### src/rtl/lbist_pkg.sv
package lbist_pkg;

  localparam int SYM_W = 10;

  typedef logic [SYM_W-1:0] sym_t;

  typedef enum logic [1:0] {
    PAT_DET   = 2'd0,
    PAT_CRPAT = 2'd1,
    PAT_CJPAT = 2'd2,
    PAT_PRBS  = 2'd3
  } pat_e;

  typedef struct packed {
    pat_e pat;
    logic sym10;
  } run_cfg_t;

  typedef struct packed {
    sym_t st;
    sym_t sym;
  } step_t;

  // Starting state of a lane's sequence; PRBS seeds are never zero
  function automatic sym_t pat_seed(pat_e pat, int lane);
    sym_t s;
    if (pat == PAT_PRBS) s = {3'b000, 7'(lane * 37 + 1)};
    else                 s = sym_t'(lane * 3);
    return s;
  endfunction

  // One symbol step of the pattern: next state and emitted symbol
  function automatic step_t pat_step(pat_e pat, logic sym10, sym_t st);
    step_t      r;
    logic [6:0] lf;
    logic       fb;
    lf    = '0;
    fb    = 1'b0;
    r.st  = st + 1'b1;
    r.sym = st;
    case (pat)
      PAT_DET:   r.sym = st;
      PAT_CRPAT: r.sym = st[0] ? 10'h17C : 10'h283;
      PAT_CJPAT: r.sym = st[1] ? 10'h3E0 : 10'h01F;
      default: begin
        lf = st[6:0];
        for (int i = SYM_W - 1; i >= 0; i--) begin
          fb       = lf[6] ^ lf[5];
          lf       = {lf[5:0], fb};
          r.sym[i] = fb;
        end
        r.st = {3'b000, lf};
      end
    endcase
    if (!sym10) r.sym[9:8] = 2'b00;
    return r;
  endfunction

endpackage

### src/rtl/lbist_ctrl.sv
module lbist_ctrl
  import lbist_pkg::*;
#(
  parameter int ADDR_W    = 4,
  parameter int DRAIN_CYC = 8
) (
  input  logic              clk,
  input  logic              rst_n,
  input  logic              reg_wr,
  input  logic [ADDR_W-1:0] reg_addr,
  input  logic [15:0]       reg_wdata,
  input  logic              tx_idle,
  output logic [15:0]       ctrl_rd,
  output run_cfg_t          run_cfg,
  output run_cfg_t          seed_cfg,
  output logic              gen_en,
  output logic              flush,
  output logic              cnt_clr,
  output logic              busy,
  output logic              stopping
);

  localparam int DRN_W   = $clog2(DRAIN_CYC + 1);
  localparam int B_START = 15;
  localparam int B_STOP  = 14;
  localparam int B_EN    = 13;
  localparam int B_W10   = 12;
  localparam int B_PAT   = 10;

  typedef enum logic [1:0] {ST_IDLE, ST_RUN, ST_FLUSH, ST_DRAIN} state_e;

  state_e     state_q, state_d;
  logic [DRN_W-1:0] drn_q, drn_d;
  pat_e       pat_q, pat_d;
  logic       w10_q, w10_d;
  logic       en_q, en_d;
  run_cfg_t   cfg_q, cfg_d;

  logic wr_ctl, dis_wr, start_ok;
  logic unused_wbits;

  assign unused_wbits = ^reg_wdata[9:0];

  assign wr_ctl   = reg_wr && (reg_addr == '0);
  assign dis_wr   = wr_ctl && !reg_wdata[B_EN];
  assign start_ok = wr_ctl && reg_wdata[B_EN] && reg_wdata[B_START] && (state_q == ST_IDLE);

  always_comb begin
    state_d = state_q;
    drn_d   = drn_q;
    pat_d   = pat_q;
    w10_d   = w10_q;
    en_d    = en_q;
    cfg_d   = cfg_q;
    if (wr_ctl) begin
      pat_d = pat_e'(reg_wdata[B_PAT+1:B_PAT]);
      w10_d = reg_wdata[B_W10];
      en_d  = reg_wdata[B_EN];
    end
    if (dis_wr) begin
      state_d = ST_IDLE;
    end else begin
      case (state_q)
        ST_IDLE: if (start_ok) begin
          state_d = ST_RUN;
          cfg_d   = '{pat: pat_e'(reg_wdata[B_PAT+1:B_PAT]), sym10: reg_wdata[B_W10]};
        end
        ST_RUN: if (wr_ctl && reg_wdata[B_STOP]) state_d = ST_FLUSH;
        ST_FLUSH: if (tx_idle) begin
          state_d = ST_DRAIN;
          drn_d   = '0;
        end
        default: begin
          if (drn_q == DRN_W'(DRAIN_CYC - 1)) state_d = ST_IDLE;
          else                                drn_d   = drn_q + 1'b1;
        end
      endcase
    end
  end

  always_ff @(posedge clk or negedge rst_n) begin
    if (!rst_n) begin
      state_q <= ST_IDLE;
      drn_q   <= '0;
      pat_q   <= PAT_DET;
      w10_q   <= 1'b0;
      en_q    <= 1'b0;
      cfg_q   <= '{pat: PAT_DET, sym10: 1'b0};
    end else begin
      state_q <= state_d;
      drn_q   <= drn_d;
      pat_q   <= pat_d;
      w10_q   <= w10_d;
      en_q    <= en_d;
      cfg_q   <= cfg_d;
    end
  end

  assign busy     = (state_q != ST_IDLE);
  assign stopping = (state_q == ST_FLUSH) || (state_q == ST_DRAIN);
  assign gen_en   = (state_q == ST_RUN);
  assign flush    = (state_q == ST_FLUSH);
  assign cnt_clr  = start_ok;
  assign run_cfg  = cfg_q;
  assign seed_cfg = cfg_d;
  assign ctrl_rd  = {busy, stopping, en_q, w10_q, pat_q, 10'b0};

endmodule

### src/rtl/lbist_txgen.sv
module lbist_txgen
  import lbist_pkg::*;
#(
  parameter int LANES     = 4,
  parameter int FRAME_LEN = 8,
  parameter int CNT_W     = 16
) (
  input  logic                  clk,
  input  logic                  rst_n,
  input  logic                  gen_en,
  input  logic                  flush,
  input  logic                  cnt_clr,
  input  run_cfg_t              run_cfg,
  input  run_cfg_t              seed_cfg,
  output logic                  tx_vld,
  output logic                  tx_last,
  output sym_t [LANES-1:0]      tx_sym,
  output logic                  tx_idle,
  output logic [CNT_W-1:0]      tx_cnt
);

  localparam int POS_W = (FRAME_LEN > 1) ? $clog2(FRAME_LEN) : 1;

  logic [POS_W-1:0] pos_q, pos_d;
  logic [CNT_W-1:0] cnt_q, cnt_d;
  logic             vld_q, vld_d, last_q, last_d;
  logic             active, at_end;

  assign active = gen_en || (flush && (pos_q != '0));
  assign at_end = (pos_q == POS_W'(FRAME_LEN - 1));

  always_comb begin
    pos_d  = pos_q;
    cnt_d  = cnt_q;
    vld_d  = 1'b0;
    last_d = 1'b0;
    if (cnt_clr) begin
      pos_d = '0;
      cnt_d = '0;
    end else if (active) begin
      vld_d  = 1'b1;
      last_d = at_end;
      pos_d  = at_end ? '0 : pos_q + 1'b1;
      if (at_end && (cnt_q != '1)) cnt_d = cnt_q + 1'b1;
    end
  end

  always_ff @(posedge clk or negedge rst_n) begin
    if (!rst_n) begin
      pos_q  <= '0;
      cnt_q  <= '0;
      vld_q  <= 1'b0;
      last_q <= 1'b0;
    end else begin
      pos_q  <= pos_d;
      cnt_q  <= cnt_d;
      vld_q  <= vld_d;
      last_q <= last_d;
    end
  end

  for (genvar l = 0; l < LANES; l++) begin : g_lane
    sym_t  st_q, st_d, sym_q, sym_d;
    step_t nx;

    always_comb begin
      nx    = pat_step(run_cfg.pat, run_cfg.sym10, st_q);
      st_d  = st_q;
      sym_d = sym_q;
      if (cnt_clr) begin
        st_d = pat_seed(seed_cfg.pat, l);
      end else if (active) begin
        st_d  = nx.st;
        sym_d = nx.sym;
      end
    end

    always_ff @(posedge clk or negedge rst_n) begin
      if (!rst_n) begin
        st_q  <= '0;
        sym_q <= '0;
      end else begin
        st_q  <= st_d;
        sym_q <= sym_d;
      end
    end

    assign tx_sym[l] = sym_q;
  end

  assign tx_vld  = vld_q;
  assign tx_last = last_q;
  assign tx_idle = (pos_q == '0);
  assign tx_cnt  = cnt_q;

endmodule

### src/rtl/lbist_lpbk.sv
module lbist_lpbk
  import lbist_pkg::*;
#(
  parameter int LANES = 4,
  parameter int LAT   = 4
) (
  input  logic             clk,
  input  logic             rst_n,
  input  logic             in_vld,
  input  logic             in_last,
  input  sym_t [LANES-1:0] in_sym,
  input  logic [LANES-1:0] flip,
  output logic             out_vld,
  output logic             out_last,
  output sym_t [LANES-1:0] out_sym
);

  logic [LAT-1:0]             v_q, l_q;
  sym_t [LAT-1:0][LANES-1:0]  s_q;
  sym_t [LANES-1:0]           s_in;

  always_comb begin
    for (int k = 0; k < LANES; k++) begin
      s_in[k] = in_sym[k] ^ {{(SYM_W-1){1'b0}}, flip[k] & in_vld};
    end
  end

  always_ff @(posedge clk or negedge rst_n) begin
    if (!rst_n) begin
      v_q <= '0;
      l_q <= '0;
      s_q <= '0;
    end else begin
      v_q[0] <= in_vld;
      l_q[0] <= in_last;
      s_q[0] <= s_in;
      for (int i = 1; i < LAT; i++) begin
        v_q[i] <= v_q[i-1];
        l_q[i] <= l_q[i-1];
        s_q[i] <= s_q[i-1];
      end
    end
  end

  assign out_vld  = v_q[LAT-1];
  assign out_last = l_q[LAT-1];
  assign out_sym  = s_q[LAT-1];

endmodule

### src/rtl/lbist_lane_chk.sv
module lbist_lane_chk
  import lbist_pkg::*;
#(
  parameter int LANE  = 0,
  parameter int CNT_W = 16
) (
  input  logic             clk,
  input  logic             rst_n,
  input  logic             rx_en,
  input  logic             cnt_clr,
  input  run_cfg_t         run_cfg,
  input  run_cfg_t         seed_cfg,
  input  logic             rx_vld,
  input  logic             rx_last,
  input  sym_t             rx_sym,
  output logic [CNT_W-1:0] rx_cnt,
  output logic [CNT_W-1:0] err_cnt
);

  sym_t             ref_q, ref_d;
  logic             bad_q, bad_d;
  logic [CNT_W-1:0] rxc_q, rxc_d, erc_q, erc_d;
  step_t            nx;
  logic             miss, take;

  always_comb begin
    nx    = pat_step(run_cfg.pat, run_cfg.sym10, ref_q);
    miss  = (rx_sym != nx.sym);
    take  = rx_en && rx_vld;
    ref_d = ref_q;
    bad_d = bad_q;
    rxc_d = rxc_q;
    erc_d = erc_q;
    if (cnt_clr) begin
      ref_d = pat_seed(seed_cfg.pat, LANE);
      bad_d = 1'b0;
      rxc_d = '0;
      erc_d = '0;
    end else if (take) begin
      ref_d = nx.st;
      if (rx_last) begin
        bad_d = 1'b0;
        if (rxc_q != '1) rxc_d = rxc_q + 1'b1;
        if ((bad_q || miss) && (erc_q != '1)) erc_d = erc_q + 1'b1;
      end else begin
        bad_d = bad_q || miss;
      end
    end
  end

  always_ff @(posedge clk or negedge rst_n) begin
    if (!rst_n) begin
      ref_q <= '0;
      bad_q <= 1'b0;
      rxc_q <= '0;
      erc_q <= '0;
    end else begin
      ref_q <= ref_d;
      bad_q <= bad_d;
      rxc_q <= rxc_d;
      erc_q <= erc_d;
    end
  end

  assign rx_cnt  = rxc_q;
  assign err_cnt = erc_q;

endmodule

### src/rtl/lbist_engine.sv
module lbist_engine
  import lbist_pkg::*;
#(
  parameter int LANES     = 4,
  parameter int ADDR_W    = 4,
  parameter int CNT_W     = 16,
  parameter int FRAME_LEN = 8,
  parameter int LAT       = 4,
  parameter int DRAIN_CYC = 8
) (
  input  logic              clk,
  input  logic              rst_n,
  input  logic              reg_wr,
  input  logic [ADDR_W-1:0] reg_addr,
  input  logic [15:0]       reg_wdata,
  output logic [15:0]       reg_rdata,
  input  logic [LANES-1:0]  lpbk_flip
);

  localparam int RX_BASE  = 2;
  localparam int ERR_BASE = RX_BASE + LANES;

  logic [15:0]      ctrl_rd;
  run_cfg_t         run_cfg, seed_cfg;
  logic             gen_en, flush, cnt_clr, busy, stopping, tx_idle;
  logic             tx_vld, tx_last, rx_vld, rx_last;
  sym_t [LANES-1:0] tx_sym, rx_sym;
  logic [CNT_W-1:0] tx_cnt;
  logic [LANES-1:0][CNT_W-1:0] rx_cnt, err_cnt;

  lbist_ctrl #(.ADDR_W(ADDR_W), .DRAIN_CYC(DRAIN_CYC)) u_ctrl (
    .clk(clk), .rst_n(rst_n), .reg_wr(reg_wr), .reg_addr(reg_addr),
    .reg_wdata(reg_wdata), .tx_idle(tx_idle), .ctrl_rd(ctrl_rd),
    .run_cfg(run_cfg), .seed_cfg(seed_cfg), .gen_en(gen_en), .flush(flush),
    .cnt_clr(cnt_clr), .busy(busy), .stopping(stopping)
  );

  lbist_txgen #(.LANES(LANES), .FRAME_LEN(FRAME_LEN), .CNT_W(CNT_W)) u_txgen (
    .clk(clk), .rst_n(rst_n), .gen_en(gen_en), .flush(flush), .cnt_clr(cnt_clr),
    .run_cfg(run_cfg), .seed_cfg(seed_cfg), .tx_vld(tx_vld), .tx_last(tx_last),
    .tx_sym(tx_sym), .tx_idle(tx_idle), .tx_cnt(tx_cnt)
  );

  lbist_lpbk #(.LANES(LANES), .LAT(LAT)) u_lpbk (
    .clk(clk), .rst_n(rst_n), .in_vld(tx_vld), .in_last(tx_last), .in_sym(tx_sym),
    .flip(lpbk_flip), .out_vld(rx_vld), .out_last(rx_last), .out_sym(rx_sym)
  );

  for (genvar l = 0; l < LANES; l++) begin : g_chk
    lbist_lane_chk #(.LANE(l), .CNT_W(CNT_W)) u_lane (
      .clk(clk), .rst_n(rst_n), .rx_en(busy), .cnt_clr(cnt_clr),
      .run_cfg(run_cfg), .seed_cfg(seed_cfg), .rx_vld(rx_vld), .rx_last(rx_last),
      .rx_sym(rx_sym[l]), .rx_cnt(rx_cnt[l]), .err_cnt(err_cnt[l])
    );
  end

  always_comb begin
    reg_rdata = '0;
    if (reg_addr == ADDR_W'(0)) reg_rdata = ctrl_rd;
    if (reg_addr == ADDR_W'(1)) reg_rdata = 16'(tx_cnt);
    for (int k = 0; k < LANES; k++) begin
      if (reg_addr == ADDR_W'(RX_BASE + k))  reg_rdata = 16'(rx_cnt[k]);
      if (reg_addr == ADDR_W'(ERR_BASE + k)) reg_rdata = 16'(err_cnt[k]);
    end
  end

endmodule

### config.mk
export PLATFORM = sky130hd
export DESIGN_NAME = lbist_engine
export DESIGN_NICKNAME = d
export VERILOG_FILES = /design/src/rtl/lbist_pkg.sv /design/src/rtl/lbist_ctrl.sv /design/src/rtl/lbist_txgen.sv /design/src/rtl/lbist_lpbk.sv /design/src/rtl/lbist_lane_chk.sv /design/src/rtl/lbist_engine.sv
export SDC_FILE = /design/constraint.sdc
export NUM_CORES = 1
export LEC_CHECK = 0
export BUFFER_PORTS_ARGS = -buffer_cell sky130_fd_sc_hd__buf_4
export CAP_MARGIN = 20
export CORE_MARGIN = 10
export CORE_UTILIZATION = 59
export CTS_BUF_LIST = sky130_fd_sc_hd__clkbuf_8
export CTS_CLUSTER_SIZE = 30
export DETAILED_ROUTE_END_ITERATION = 10
export HOLD_SLACK_MARGIN = 0.12
export PLACE_DENSITY = 0.78
export SKIP_CTS_REPAIR_TIMING = 1
export SYNTH_ARGS = -nofsm -noshare
export SYNTH_HDL_FRONTEND = slang
export SYNTH_SLANG_ARGS = --single-unit
### constraint.sdc
create_clock -name clk -period 7.94 [get_ports clk]
set_input_delay 0 -clock clk [delete_from_list [all_inputs] [get_ports clk]]
set_output_delay 0 -clock clk [all_outputs]
set_load 0.005 [all_outputs]
# --- After elaboration in Yosys (flattened, before gate mapping) ---
# Cells that the tools add are included.
classes:
  add_sub_neg: 19
  n_eq_ne: 35
  mux: 136
  bitwise: 91
  n_reduce_logical: 54
ops:
  columns: ["operator", "count"]
  rows:
  - ["$mux 16", 45]
  - ["$mux 10", 40]
  - ["$pmux 10 s3", 8]
  - ["$add 16x1->16 const B", 9]
  - ["$ne 16x16->1 const B", 9]
  - ["$add 10x1->10 const B", 8]
  - ["$xor 1x1->1", 80]
  - ["$ne 10x10->1", 4]
  - ["$xor 10x1->10", 4]
  - ["$reduce_and 3->1", 9]
  - ["$mux 2", 13]
  - ["$reduce_bool 2->1", 13]
  - ["$eq 4x3->1 const B", 5]
  - ["$mux 3", 6]
  - ["$mux 1", 17]
  - ["$mux 7", 2]
  - ["$logic_and 1x1->1", 13]
  - ["$eq 2x2->1 const B", 4]
  - ["$eq 4x2->1 const B", 2]
  - ["$eq 4x4->1 const B", 2]
  - ["$mux 4", 2]
  - ["$pmux 4 s2", 1]
  - ["$reduce_and 4->1", 2]
  - ["$logic_or 1x1->1", 6]
  - ["22 further kinds", 31]
word_totals:
  regBits: 454
  out_inout_bits: 16

# --- Logic depth before layout (Yosys ltp) ---
# Gate-level depths: netlist (run 1).
depth:
  depth_word: 12
  ltp_mapped: 12
  depth_no_buf: 10

# --- By module ---
# From an unflattened synthesis (run 1), not the netlist that was laid out.
unflattened:
  hier_cells: 2642
  area_unflattened_um2: 25350.6
by_module_without_submodules:
  columns: ["module", "n_inst", "cells_per_inst", "area_each_um2", "seq_area_each_um2"]
  rows:
  - ["lbist_txgen", 1, 739, 6368.6, 2527.4]
  - ["lbist_lpbk", 1, 216, 4554.4, 4204.0]
  - ["lbist_lane_chk at g_chk[1].u_lane", 1, 352, 3017.9, 1076.0]
  - ["lbist_lane_chk at g_chk[2].u_lane", 1, 337, 2982.9, 1076.0]
  - ["lbist_lane_chk at g_chk[3].u_lane", 1, 319, 2950.3, 1076.0]
  - ["lbist_lane_chk at g_chk[0].u_lane", 1, 335, 2899.0, 1076.0]
  - ["lbist_engine", 1, 263, 1730.4, 0.0]
  - ["lbist_ctrl", 1, 81, 847.1, 325.3]

# --- Least setup slack after synthesis (run 1) ---
# Ideal clock, no wire load.
synth_timing:
  kind: "register to register"
  startpoint: "register g_chk[2].u_lane.ref_q[4]"
  endpoint: "register g_chk[2].u_lane.erc_q[14]"
  setup_ns: 0.119
  arrival_ns: 2.530
  setup_slack_ns: 5.291
  path_stages_with_launch: 11
  path_buffers: 1
  synth_period_minus_slack_ns: 2.649
  cell_sequence: "dfrtp_1 > ha_1 > xor2_1 > mux4_2 > xor2_1 > a221oi_1 > nand4_1 > o21ai_2 > buf_4 > nor3_1 > o21a_1"
synth_between:
  elab_chain_len: 8
  elab_cells_between_ends: 12
  cone_classes: "eq/ne (1); mux (2); bitwise (5); reduce/logical (4)"
synth_rtl:
  columns: ["item", "line_no", "source"]
  rows:
  - ["from (decl)", "lbist_lane_chk.sv:20", "sym_t ref_q, ref_d;"]
  - ["from (signal assigned)", "lbist_lane_chk.sv:58", "ref_q <= ref_d;"]
  - ["$xor 1x1->1", "lbist_pkg.sv:48", "fb = lf[6] ^ lf[5];"]
  - ["$xor 1x1->1 or $pmux 10 s3 (tied branches)", "lbist_pkg.sv:48, lbist_pkg.sv:41", null]
  - ["$pmux 10 s3 *", "lbist_pkg.sv:41", "case (pat)"]
  - ["$ne 10x10->1 *", "lbist_lane_chk.sv:28", "miss = (rx_sym != nx.sym);"]
  - ["$logic_or 1x1->1 *", "lbist_lane_chk.sv:44", "if ((bad_q || miss) && (erc_q != '1)) erc_d = erc_q + 1'b1;"]
  - ["$logic_and 1x1->1 *", "lbist_lane_chk.sv:44", null]
  - ["$reduce_bool 2->1 (no line) *", null, null]
  - ["$reduce_and 3->1 (no line) *", null, null]
  - ["to (signal assigned)", "lbist_lane_chk.sv:61", "erc_q <= erc_d;"]
  - ["to (decl)", "lbist_lane_chk.sv:22", "logic [CNT_W-1:0] rxc_q, rxc_d, erc_q, erc_d;"]
# Mark *: on every way between the ends. The rest lies on a longest branch, timed or not.
# A chain may end at the register's enable or synchronous reset.

# --- Worst setup path in the final report (run 1) ---
layout_timing:
  startpoint: "register u_ctrl.cfg_q, in the netlist u_ctrl.run_cfg[2]"
  endpoint: "register g_chk[2].u_lane.erc_q[6]"
layout_between:
  elab_chain_len: 8
  elab_cells_between_ends: 10
  cone_classes: "eq/ne (3); mux (2); reduce/logical (5)"
layout_rtl:
  columns: ["item", "line_no", "source"]
  rows:
  - ["from (decl)", "lbist_ctrl.sv:37", "run_cfg_t cfg_q, cfg_d;"]
  - ["from (signal assigned)", "lbist_ctrl.sv:88", "cfg_q <= '{pat: PAT_DET, sym10: 1'b0};"]
  - ["from (signal assigned)", "lbist_ctrl.sv:95", "cfg_q <= cfg_d;"]
  - ["$eq 2x2->1, or another cell as far along", "lbist_pkg.sv:41", null]
  - ["$pmux 10 s3 *", "lbist_pkg.sv:41", null]
  - ["$mux 2", "lbist_pkg.sv:55", "if (!sym10) r.sym[9:8] = 2'b00;"]
  - ["$ne 10x10->1 *", "lbist_lane_chk.sv:28", null]
  - ["$logic_or 1x1->1 *", "lbist_lane_chk.sv:44", null]
  - ["$logic_and 1x1->1 *", "lbist_lane_chk.sv:44", null]
  - ["$reduce_bool 2->1 (no line) *", null, null]
  - ["$reduce_and 3->1 (no line) *", null, null]
# Marks and branches as above.

==> results.txt, run 1 <==
----------------------------------------------------
[Worst setup path]
  Critical-path maximum fanout ... 79
  FF-to-FF End ... g_chk[2].u_lane.err_cnt[6]
  Ordered cell list for the critical path ... buf_4, a211oi_1, or3_1, a221oi_1, nand4_1, o21ai_2, or4_1, a21oi_1
  CP peak stage delay ... 0.97 ns
  Data required time of the worst path ... 8.41 ns
  Data arrival, critical path ... 4.65 ns
  Cell count of the worst reg-to-reg path ... 8
  Kind of end point of the critical path ... flip-flop
  Startpoint type of the worst setup path ... flip-flop
  Critical register-to-register path startpoint ... u_ctrl.run_cfg[2]
  Setup CP Type ... flip-flop to flip-flop
  Worst R2R Setup Slack ... 3.76 ns
  Highest-delay cell along the critical path ... sky130_fd_sc_hd__dfrtp_4

[Pwr]
  Combinational share of power ... 0.416
  Leakage ... 11.3 nW
  Net Sw Power ... 0.00429 W
  Pwr/cell area ... 414 mW/mm^2
  Sequential power share ... 0.384
  Max VDD drop ... 0.000270 V
  Clock share of power ... 0.200
  Sw Share ... 0.402
  Internal power component ... 0.00638 W

[Timing]
  Unrepaired setup endpoints after global routing ... false
  Fin. Hold Viols ... 0
  Number of setup violations in the final report ... 0
  Final slew viol count ... 0
  Final clock period utilization by the worst path ... 0.526
  Maximum clock frequency ... 239 MHz
  Clock period minus final worst setup slack ... 4.18 ns
  TNS Setup ... 0 ns
  Post-route clock skew ... 0.0361 ns
  Slew at the pin closest to its max-slew limit ... 1.03 ns
  Normalized max-slew margin ... 0.307

[Worst hold path]
  Beginning of the worst hold path ... reg_wdata[15]
  Class of the worst hold path ... input port to flip-flop
  Worst Hold Depth ... 5
  Worst-case hold path end point ... u_txgen.tx_cnt[12]

[Synthesis]
  Mapped Avg Cell Area ... 9.71 sq um
  Seq cells post-synth ... 454
  Async S/R FF share, synth ... 1.00
  Area of the mapped netlist ... 0.0235 sq mm
  Distinct cell type count after synthesis ... 85
  Number of enable flip-flop cells after synthesis ... 0
  Count of warnings emitted by yosys ... 0
  Number of standard cells after synthesis ... 2418
  Proportion of synthesized chip area in sequential cells ... 0.484
  Number of nets in the synthesized netlist ... 2510
  Predominant post-synthesis flop cell ... sky130_fd_sc_hd__dfrtp_1

[Final layout]
  Area of the multi-input gates ... 0.0114 sq mm
  Final nets ... 2526
  Fraction of layout instances using a drive strength above 1 ... 0.106
  Signed area change from the synthesized netlist to the final layout ... 9.92%
  Number of fillers in the final layout ... 3033
  Final instance area ... 0.0258 sq mm
  Area taken by flip-flops and latches ... 0.0114 sq mm

[Floorplanning]
  Core area ... 0.0395 sq mm
  Die width ... 219 microns
  Chip Height ... 219 microns
  Die Area ... 0.0482 sq mm
  Top Ports ... 43
  Starting Density ... 0.593
  Std cell rows ... 73

[Placed design]
  Final Wtd Congestion ... 0.960
  HPWL after detailed placement ... 38.5 mm
  Count of port buffers added during placement ... 32
  Area post-placement ... 0.0240 sq mm

[Clocking]
  Number of buffers created by CTS ... 76
  TritonCTS clock tree ... yes
  Clock latency on the worst-skew pair ... 0.63 ns
  Number of levels in the clock H-tree ... 3
  Root buffer cell ... sky130_fd_sc_hd__clkbuf_8
  Clock tree buffer depth ... 3
  Clock Sinks ... 454
  CTS clk-pin slew, worst paths ... 0.06 ns

[Status]
  Outcome ... finished clean

[Detailed routing]
  Total via count after detailed routing ... 18800
  1st-pass router iterations ... 5
  DRC violation count after routing ... 0
  Wirelength per Cell ... 19.4 microns
  Post-detailed-route count of antenna-violating nets ... 0
  Drt total wl ... 58.5 mm
  Per-cell via count in the routed design ... 6.24
  Iter 0 DRT Violations ... 2040

[GRT]
  First-pass GRT wire length ... 95.2 mm
  Routing layer with the top usage in global route ... met2
  Combined global-route utilization of all metal layers ... 0.244
  GR Layer Usage met3 ... 0.0493
  Met2 track utilization from global routing ... 0.384
  Number of global-route vias before repair ... 18400
  Number of antenna violations at the first check in global routing ... 0
  Global routing met1 resource utilization ... 0.325
  Largest net degree at the start of global routing ... 165
  Total overflow reported by the global router ... 0

[Job]
  Number of maximum-capacitance constraint violations ... 0

----------------------------------------------------
-- metrics by stage --
step | std cells | util | total power, W | worst slack [ns] | hold slack, ns
final | 3015 | 0.652 | 0.0107 | 3.76 | 0.119
after global routing | 3014 | 0.652 | 0.0114 | 3.39 | 0.144
after floorplan | 2418 | - | 0.00728 | 5.29 | -0.296
after detailed placement | 2862 | 0.606 | 0.00845 | 3.84 | -0.0267
after global placement | 2862 | 0.606 | 0.00820 | 3.93 | -0.0288
after CTS | 2995 | 0.647 | 0.0106 | 3.84 | -0.694
-- worst max-delay path by stage --
stage	cells past startpoint	to	slack, ns	from
after CTS	8	g_chk[2].u_lane.err_cnt[9]	3.84	u_ctrl.run_cfg[2]
final	8	g_chk[2].u_lane.err_cnt[6]	3.76	u_ctrl.run_cfg[2]
after detailed placement	8	g_chk[2].u_lane.err_cnt[6]	3.84	u_ctrl.run_cfg[2]
after global placement	8	g_chk[2].u_lane.err_cnt[5]	3.93	u_ctrl.run_cfg[2]
after global routing	9	g_chk[2].u_lane.err_cnt[13]	3.39	u_ctrl.run_cfg[2]
after floorplan	10	g_chk[2].u_lane.err_cnt[14]	5.29	g_chk[2].u_lane.ref_q[4]
-- cell usage after synthesis (6+ instances only) --
cell type,count,area [sq um]
sky130_fd_sc_hd__a211oi_1,25,188
sky130_fd_sc_hd__a21o_1,7,52.6
sky130_fd_sc_hd__a21oi_1,175,876
sky130_fd_sc_hd__a22oi_1,38,285
sky130_fd_sc_hd__a31oi_1,31,194
sky130_fd_sc_hd__and2_1,12,75.1
sky130_fd_sc_hd__and3_1,49,307
sky130_fd_sc_hd__and4_1,12,105
sky130_fd_sc_hd__buf_1,15,56.3
sky130_fd_sc_hd__buf_2,17,85.1
sky130_fd_sc_hd__buf_6,7,78.8
sky130_fd_sc_hd__clkbuf_1,90,338
sky130_fd_sc_hd__dfrtp_1,454,11400
sky130_fd_sc_hd__ha_1,65,813
sky130_fd_sc_hd__inv_1,43,161
sky130_fd_sc_hd__mux2_2,15,169
sky130_fd_sc_hd__mux2i_1,29,290
sky130_fd_sc_hd__mux4_2,38,856
sky130_fd_sc_hd__nand2_1,299,1120
sky130_fd_sc_hd__nand2b_1,23,144
sky130_fd_sc_hd__nand3_1,117,586
sky130_fd_sc_hd__nand3b_1,6,45.0
sky130_fd_sc_hd__nand4_1,29,181
sky130_fd_sc_hd__nor2_1,214,803
sky130_fd_sc_hd__nor2b_1,12,75.1
sky130_fd_sc_hd__nor3_1,33,165
sky130_fd_sc_hd__nor3b_1,13,97.6
sky130_fd_sc_hd__o211ai_1,17,128
sky130_fd_sc_hd__o21ai_0,187,936
sky130_fd_sc_hd__o21ai_1,13,65.1
sky130_fd_sc_hd__o22ai_1,16,100
sky130_fd_sc_hd__o31ai_1,15,113
sky130_fd_sc_hd__or3_1,44,275
sky130_fd_sc_hd__or4_1,7,52.6
sky130_fd_sc_hd__xnor2_1,89,780
sky130_fd_sc_hd__xor2_1,76,666
-- critical path: cells and delay by family (launching register included) --
kind	cells	cell delay, ns
simple gates	3	0.94
flops	1	0.97
compound gates	4	1.41
buf+inv	1	0.62
-- logic make-up after synthesis --
group                      after synthesis  synth area share
muxes                                   82            0.0560
xor gates and xnor gates               167            0.0636
buffers and inverters                  179            0.0324
DFF                                    454             0.484
and+or+nand+nor                        894             0.181
adders and majority gates               65            0.0347
AOI/OAI and AO/OA                      577             0.149
-- power groups by stage --
stage	Combinational [W]	Sequential (W)	Clock, W
5_1_grt	0.00495	0.00420	0.00229
3_5_place_dp	0.00434	0.00411	0
2_1_floorplan	0.00357	0.00371	0
6_report	0.00444	0.00410	0.00214
4_1_cts	0.00437	0.00407	0.00218
3_3_place_gp	0.00415	0.00406	0
-- cells in the final DEF, fill, tap and decap left out, types with 13 or more instances in the layout --
| cell type | netlist | routed |
|---|---|---|
| sky130_fd_sc_hd__or3_1 | 44 | 44 |
| sky130_fd_sc_hd__buf_4 | 3 | 51 |
| sky130_fd_sc_hd__nor3_1 | 33 | 33 |
| sky130_fd_sc_hd__xor2_1 | 76 | 76 |
| sky130_fd_sc_hd__dlygate4sd3_1 | 0 | 16 |
| sky130_fd_sc_hd__o22ai_1 | 16 | 16 |
| sky130_fd_sc_hd__a211oi_1 | 25 | 25 |
| sky130_fd_sc_hd__clkbuf_8 | 0 | 101 |
| sky130_fd_sc_hd__ha_1 | 65 | 65 |
| sky130_fd_sc_hd__nand4_1 | 29 | 29 |
| sky130_fd_sc_hd__a31oi_1 | 31 | 31 |
| sky130_fd_sc_hd__mux4_2 | 38 | 38 |
| sky130_fd_sc_hd__xnor2_1 | 89 | 89 |
| sky130_fd_sc_hd__a22oi_1 | 38 | 38 |
| sky130_fd_sc_hd__nor2_1 | 214 | 213 |
| sky130_fd_sc_hd__inv_1 | 43 | 59 |
| sky130_fd_sc_hd__mux2i_1 | 29 | 29 |
| sky130_fd_sc_hd__o31ai_1 | 15 | 15 |
| sky130_fd_sc_hd__nand2b_1 | 23 | 23 |
| sky130_fd_sc_hd__mux2_2 | 15 | 15 |
| sky130_fd_sc_hd__a21oi_1 | 175 | 173 |
| sky130_fd_sc_hd__o211ai_1 | 17 | 17 |
| sky130_fd_sc_hd__o21ai_0 | 187 | 187 |
| sky130_fd_sc_hd__nand3_1 | 117 | 117 |
| sky130_fd_sc_hd__nor3b_1 | 13 | 13 |
| sky130_fd_sc_hd__and3_1 | 49 | 49 |
| sky130_fd_sc_hd__nand2_1 | 299 | 297 |
| sky130_fd_sc_hd__o21ai_1 | 13 | 13 |
| sky130_fd_sc_hd__dfrtp_1 | 454 | 452 |
-- layer usage --
metal  share of wire  vias up
met4           0.031        0
met2            0.47      806
li1                -     8648
met5               0        -
met1            0.42     9226
met3           0.082      130
-- sequential cells by signal (all words and copies together), names as in the netlist --
signal / count
g_chk.u_lane.err_cnt: 64
g_chk.u_lane.bad_q: 4
u_ctrl.state_q: 2
u_lpbk.v_q: 4
u_txgen.g_lane.sym_q: 40
u_ctrl.en_q: 1
g_chk.u_lane.ref_q: 40
u_ctrl.run_cfg: 3
u_txgen.pos_q: 3
u_txgen.tx_cnt: 16
u_ctrl.w10_q: 1
u_ctrl.drn_q: 4
u_ctrl.pat_q: 2
u_txgen.tx_vld: 1
u_txgen.tx_last: 1
g_chk.u_lane.rx_cnt: 64
u_txgen.g_lane.st_q: 40
u_lpbk.s_q: 120
u_lpbk.out_sym: 40
u_lpbk.l_q: 4
-- cell type report --
class / instances / share of cell area
inverters: 46 / 0.00679
multi-input cells: 1785 / 0.441
well taps: 525 / 0.0255
repair buffers: 71 / 0.0245
clock buffers: 101 / 0.0539
flip-flops and latches: 454 / 0.441
diodes: 1 / 0.0000970
clock inverters: 32 / 0.00757
Power figures use the tool's default switching activity.
==> run 2: changes to the inputs <==
ABC_AREA = 1   (was unset)
clock period = 4.2 ns   (was 7.94 ns; I/O delays follow)
==> run 2 against run 1 <==
  * Synthesized cell count is 24% higher
  * Die area is 2.0% higher
  * Sequential share of layout area is 1.2 points lower
  * Global-route usage is 0.59 points higher
  * First-iteration DRC count is 7.9% higher
  * Cell area is 2.6% higher
  * Via count is 13% higher
  * Critical path depth is 3 higher
  * Wire length is 8.6% higher
  * Utilization is 0.94 points higher
  * Largest power group is now registers
==> results.txt, run 2 <==
----------------------------------------------------
[Final layout]
  Flip-flop count of the largest register, all copies and words added ... 120 (unchanged)
  Util after Layout ... 0.662 (+0.00941)
  Number of fillers in the final layout ... 3301 (+8.8%)
  Fraction of layout instances using a drive strength above 1 ... 0.0733 (-0.0331)
  Antenna cell count ... 0 (-1)
  Register with the highest flop count ... u_lpbk.s_q
  Commonest non-fill, non-tap cell in the layout ... sky130_fd_sc_hd__nand2_1
  Final nets ... 3165 (+25%)
  Leading cell types in the layout, fill and taps excluded ... sky130_fd_sc_hd__nand2_1 (748), sky130_fd_sc_hd__dfrtp_1 (454), sky130_fd_sc_hd__inv_1 (338)
  Signed area change from the synthesized netlist to the final layout ... 10.4%

[Timing]
  Unrepaired setup endpoints after global routing ... false
  Normalized max-slew margin ... 0.339 (+0.0316)
  Slew at the pin closest to its max-slew limit ... 0.967 ns (-0.0645 ns)
  Final clock period utilization by the worst path ... 0.892 (+0.366)
  Maximum clock frequency ... 267 MHz (+12%)
  Post-route clock skew ... 0.0288 ns (-0.00727 ns)
  Final slew viol count ... 0 (unchanged)
  Fin. Hold Viols ... 0 (unchanged)
  TNS Setup ... 0 ns (unchanged)
  Number of setup violations in the final report ... 0 (unchanged)
  Clock period minus final worst setup slack ... 3.75 ns (-0.431 ns)

[Clocking]
  Root buffer cell ... sky130_fd_sc_hd__clkbuf_8
  Number of buffers created by CTS ... 77 (+1.3%)
  Clock latency on the worst-skew pair ... 0.65 ns (+0.02 ns)
  CTS clk-pin slew, worst paths ... 0.06 ns (about the same)
  Clock tree buffer depth ... 3 (unchanged)
  Clock Sinks ... 454 (unchanged)
  TritonCTS clock tree ... yes
  Number of levels in the clock H-tree ... 3 (unchanged)

[GRT]
  Number of global-route vias before repair ... 20300 (+9.8%)
  Largest net degree at the start of global routing ... 118 (-28%)
  Number of antenna violations at the first check in global routing ... 1 (+1)
  Combined global-route utilization of all metal layers ... 0.249 (+0.00592)
  Total overflow reported by the global router ... 0 (unchanged)
  First-pass GRT wire length ... 103 mm (+8.0%)

[Floorplanning]
  Chip Height ... 222 microns (+0.98%)
  Std cell rows ... 73 (unchanged)
  Die width ... 222 microns (+0.98%)
  Top Ports ... 43 (unchanged)
  Die Area ... 0.0491 sq mm (+2.0%)
  Core area ... 0.0400 sq mm (+1.2%)
  Starting Density ... 0.599 (+0.00602)

[Worst setup path]
  Highest-delay cell along the critical path ... sky130_fd_sc_hd__dlygate4sd3_1
  Startpoint type of the worst setup path ... flip-flop
  Setup CP Type ... flip-flop to flip-flop
  Crit path top cell by count ... sky130_fd_sc_hd__nand2_1
  CP peak stage delay ... 0.61 ns (-0.36 ns)
  Data arrival, critical path ... 4.26 ns (-0.39 ns)
  Data required time of the worst path ... 4.72 ns (-3.69 ns)
  Ordered cell list for the critical path ... inv_1, ha_1, nand3_1, dlygate4sd3_1, nor2_4, inv_2, buf_4, nand2_1, nand2_2, nand2_1, nand2_1
  Kind of end point of the critical path ... flip-flop
  Critical-path maximum fanout ... 37 (-53%)
  Buffering stage count on the worst path with inverters included ... 4 (+3)
  Crit-path leading delay family ... buffers and inverters

[Synthesis]
  Predominant post-synthesis flop cell ... sky130_fd_sc_hd__dfrtp_1
  Number of enable flip-flop cells after synthesis ... 0 (unchanged)
  Most common cell in the synthesized netlist ... sky130_fd_sc_hd__nand2_1
  Proportion of netlist area held by the largest area contributor ... 0.474 (-0.0103)
  Number of standard cells after synthesis ... 3008 (+24%)
  Top post-synthesis cells by area ... sky130_fd_sc_hd__dfrtp_1 (47%), sky130_fd_sc_hd__nand2_1 (12%), sky130_fd_sc_hd__inv_1 (4.9%), sky130_fd_sc_hd__nor2_1 (4.4%), sky130_fd_sc_hd__nand3_1 (4.3%)
  Distinct cell type count after synthesis ... 52 (-39%)
  Async S/R FF share, synth ... 1.00 (unchanged)
  Area of the mapped netlist ... 0.0240 sq mm (+2.2%)
  Proportion of synthesized chip area in sequential cells ... 0.474 (-0.0103)
  Mapped Avg Cell Area ... 7.97 sq um (-18%)
  Number of nets in the synthesized netlist ... 3100 (+24%)
  Seq cells post-synth ... 454 (unchanged)
  Most area-hungry cell type in the Yosys netlist ... sky130_fd_sc_hd__dfrtp_1
  Count of warnings emitted by yosys ... 0 (unchanged)
  Ranking of synthesized cells by instance count ... sky130_fd_sc_hd__nand2_1 (748), sky130_fd_sc_hd__dfrtp_1 (454), sky130_fd_sc_hd__inv_1 (315)

[Status]
  Outcome ... finished clean

[Detailed routing]
  Met3 Routed Length ... 5.35 mm (+11%)
  Total via count after detailed routing ... 21300 (+13%)
  Per-cell via count in the routed design ... 5.84 (-6.4%)
  Metal1 wirelength ... 27.1 mm (+11%)
  Met2 wire len ... 29.6 mm (+7.5%)
  Wirelength per Cell ... 17.4 microns (-10%)
  Iter 0 DRT Violations ... 2201 (+7.9%)
  Post-detailed-route count of antenna-violating nets ... 0 (unchanged)
  Top routing layer in use ... met5
  1st-pass router iterations ... 6 (+1)
  DRC violation count after routing ... 0 (unchanged)
  Drt total wl ... 63.5 mm (+8.6%)

[Pwr]
  Pwr/cell area ... 626 mW/mm^2 (+51%)
  Max VDD drop ... 0.000463 V (+72%)
  Overall power consumption ... 0.0166 W (+55%)
  Leakage ... 12.9 nW (+14%)

[Placed design]
  HPWL after detailed placement ... 43.7 mm (+13%)
  Count of port buffers added during placement ... 32 (unchanged)
  Final Wtd Congestion ... 1.03 (+7.0%)

[Job]
  Number of maximum-capacitance constraint violations ... 0 (unchanged)

[Worst hold path]
  Class of the worst hold path ... input port to flip-flop

----------------------------------------------------
run 2: cell types whose count changed in the layout (fill, tap and decap cells not counted), moves of 49 or more:
cell,previous run,this run
sky130_fd_sc_hd__inv_1,59,338
sky130_fd_sc_hd__nand2_1,297,748
sky130_fd_sc_hd__nor2_1,213,278
sky130_fd_sc_hd__xnor2_1,89,17
sky130_fd_sc_hd__nand3_1,117,206
sky130_fd_sc_hd__and3_1,49,0
run 2: path summary, 6_finish.rpt:
kind                            cells past startpoint                    endpoint  slack [ns]         startpoint
max in group asynchronous                           4  u_txgen.g_lane[2].sym_q[7]        2.55              rst_n
worst min register to register                      0              u_lpbk.s_q[61]        0.33     u_lpbk.s_q[21]
worst min-delay path                                8           u_ctrl.state_q[0]        0.19        reg_addr[3]
worst max register to register                     11  g_chk[2].u_lane.err_cnt[6]        0.45  u_ctrl.state_q[0]
worst max-delay path                               11  g_chk[2].u_lane.err_cnt[6]        0.45  u_ctrl.state_q[0]
min in group asynchronous                           3              u_lpbk.s_q[56]        0.52              rst_n
run 2: layout make-up:
type / instances / area (sq um) / area share
inverter: 332 / 1250 / 0.0471
sequential: 454 / 11400 / 0.429
tap: 525 / 657 / 0.0248
clock inverter: 35 / 186 / 0.00704
clock buffer: 94 / 1290 / 0.0489
multi-input combinational: 2121 / 10900 / 0.413
timing repair buffer: 87 / 798 / 0.0302
run 2: tightest hold or removal path: cells and delay by family:
family,cells,cell delay (ns)
compound gates,2,0.28
simple gates,5,0.40
buf+inv,1,0.09
run 2: kinds of logic after synthesis:
kind of cell / Yosys count / share of synthesized area
AND/OR/NAND/NOR: 1453 / 0.262
flip-flops: 454 / 0.474
AO/OA/AOI/OAI: 502 / 0.123
adder cells (fa/ha/maj): 65 / 0.0339
XOR/XNOR: 101 / 0.0369
buffers and inverters: 433 / 0.0710
run 2: per-layer routing:
metal,GRT usage,vias to the layer above
met2,0.397,877
li1,-,10100
met1,0.333,10200
met3,0.0567,138
met5,0,-
met4,0.0781,2
run 2: power breakdown:
group,internal (W),leakage [nW],switching [W],total [W]
combinational,0.00201,6.37,0.00370,0.00572
clock,0.00207,0.851,0.00180,0.00387
sequential,0.00587,5.70,0.00111,0.00698
total,0.00996,12.9,0.00661,0.0166
run 2: per-stage QoR:
stage / cells / hold WS (ns) / area (sq um) / setup slack [ns]
4_1_cts: 3622 / -0.552 / 26200 / 0.866
6_report: 3648 / 0.192 / 26500 / 0.455
3_3_place_gp: 3493 / 0.126 / 24700 / 1.01
2_1_floorplan: 3008 / -0.296 / 24000 / 2.04
5_1_grt: 3648 / 0.188 / 26500 / 0.287
3_5_place_dp: 3493 / 0.155 / 24700 / 0.898
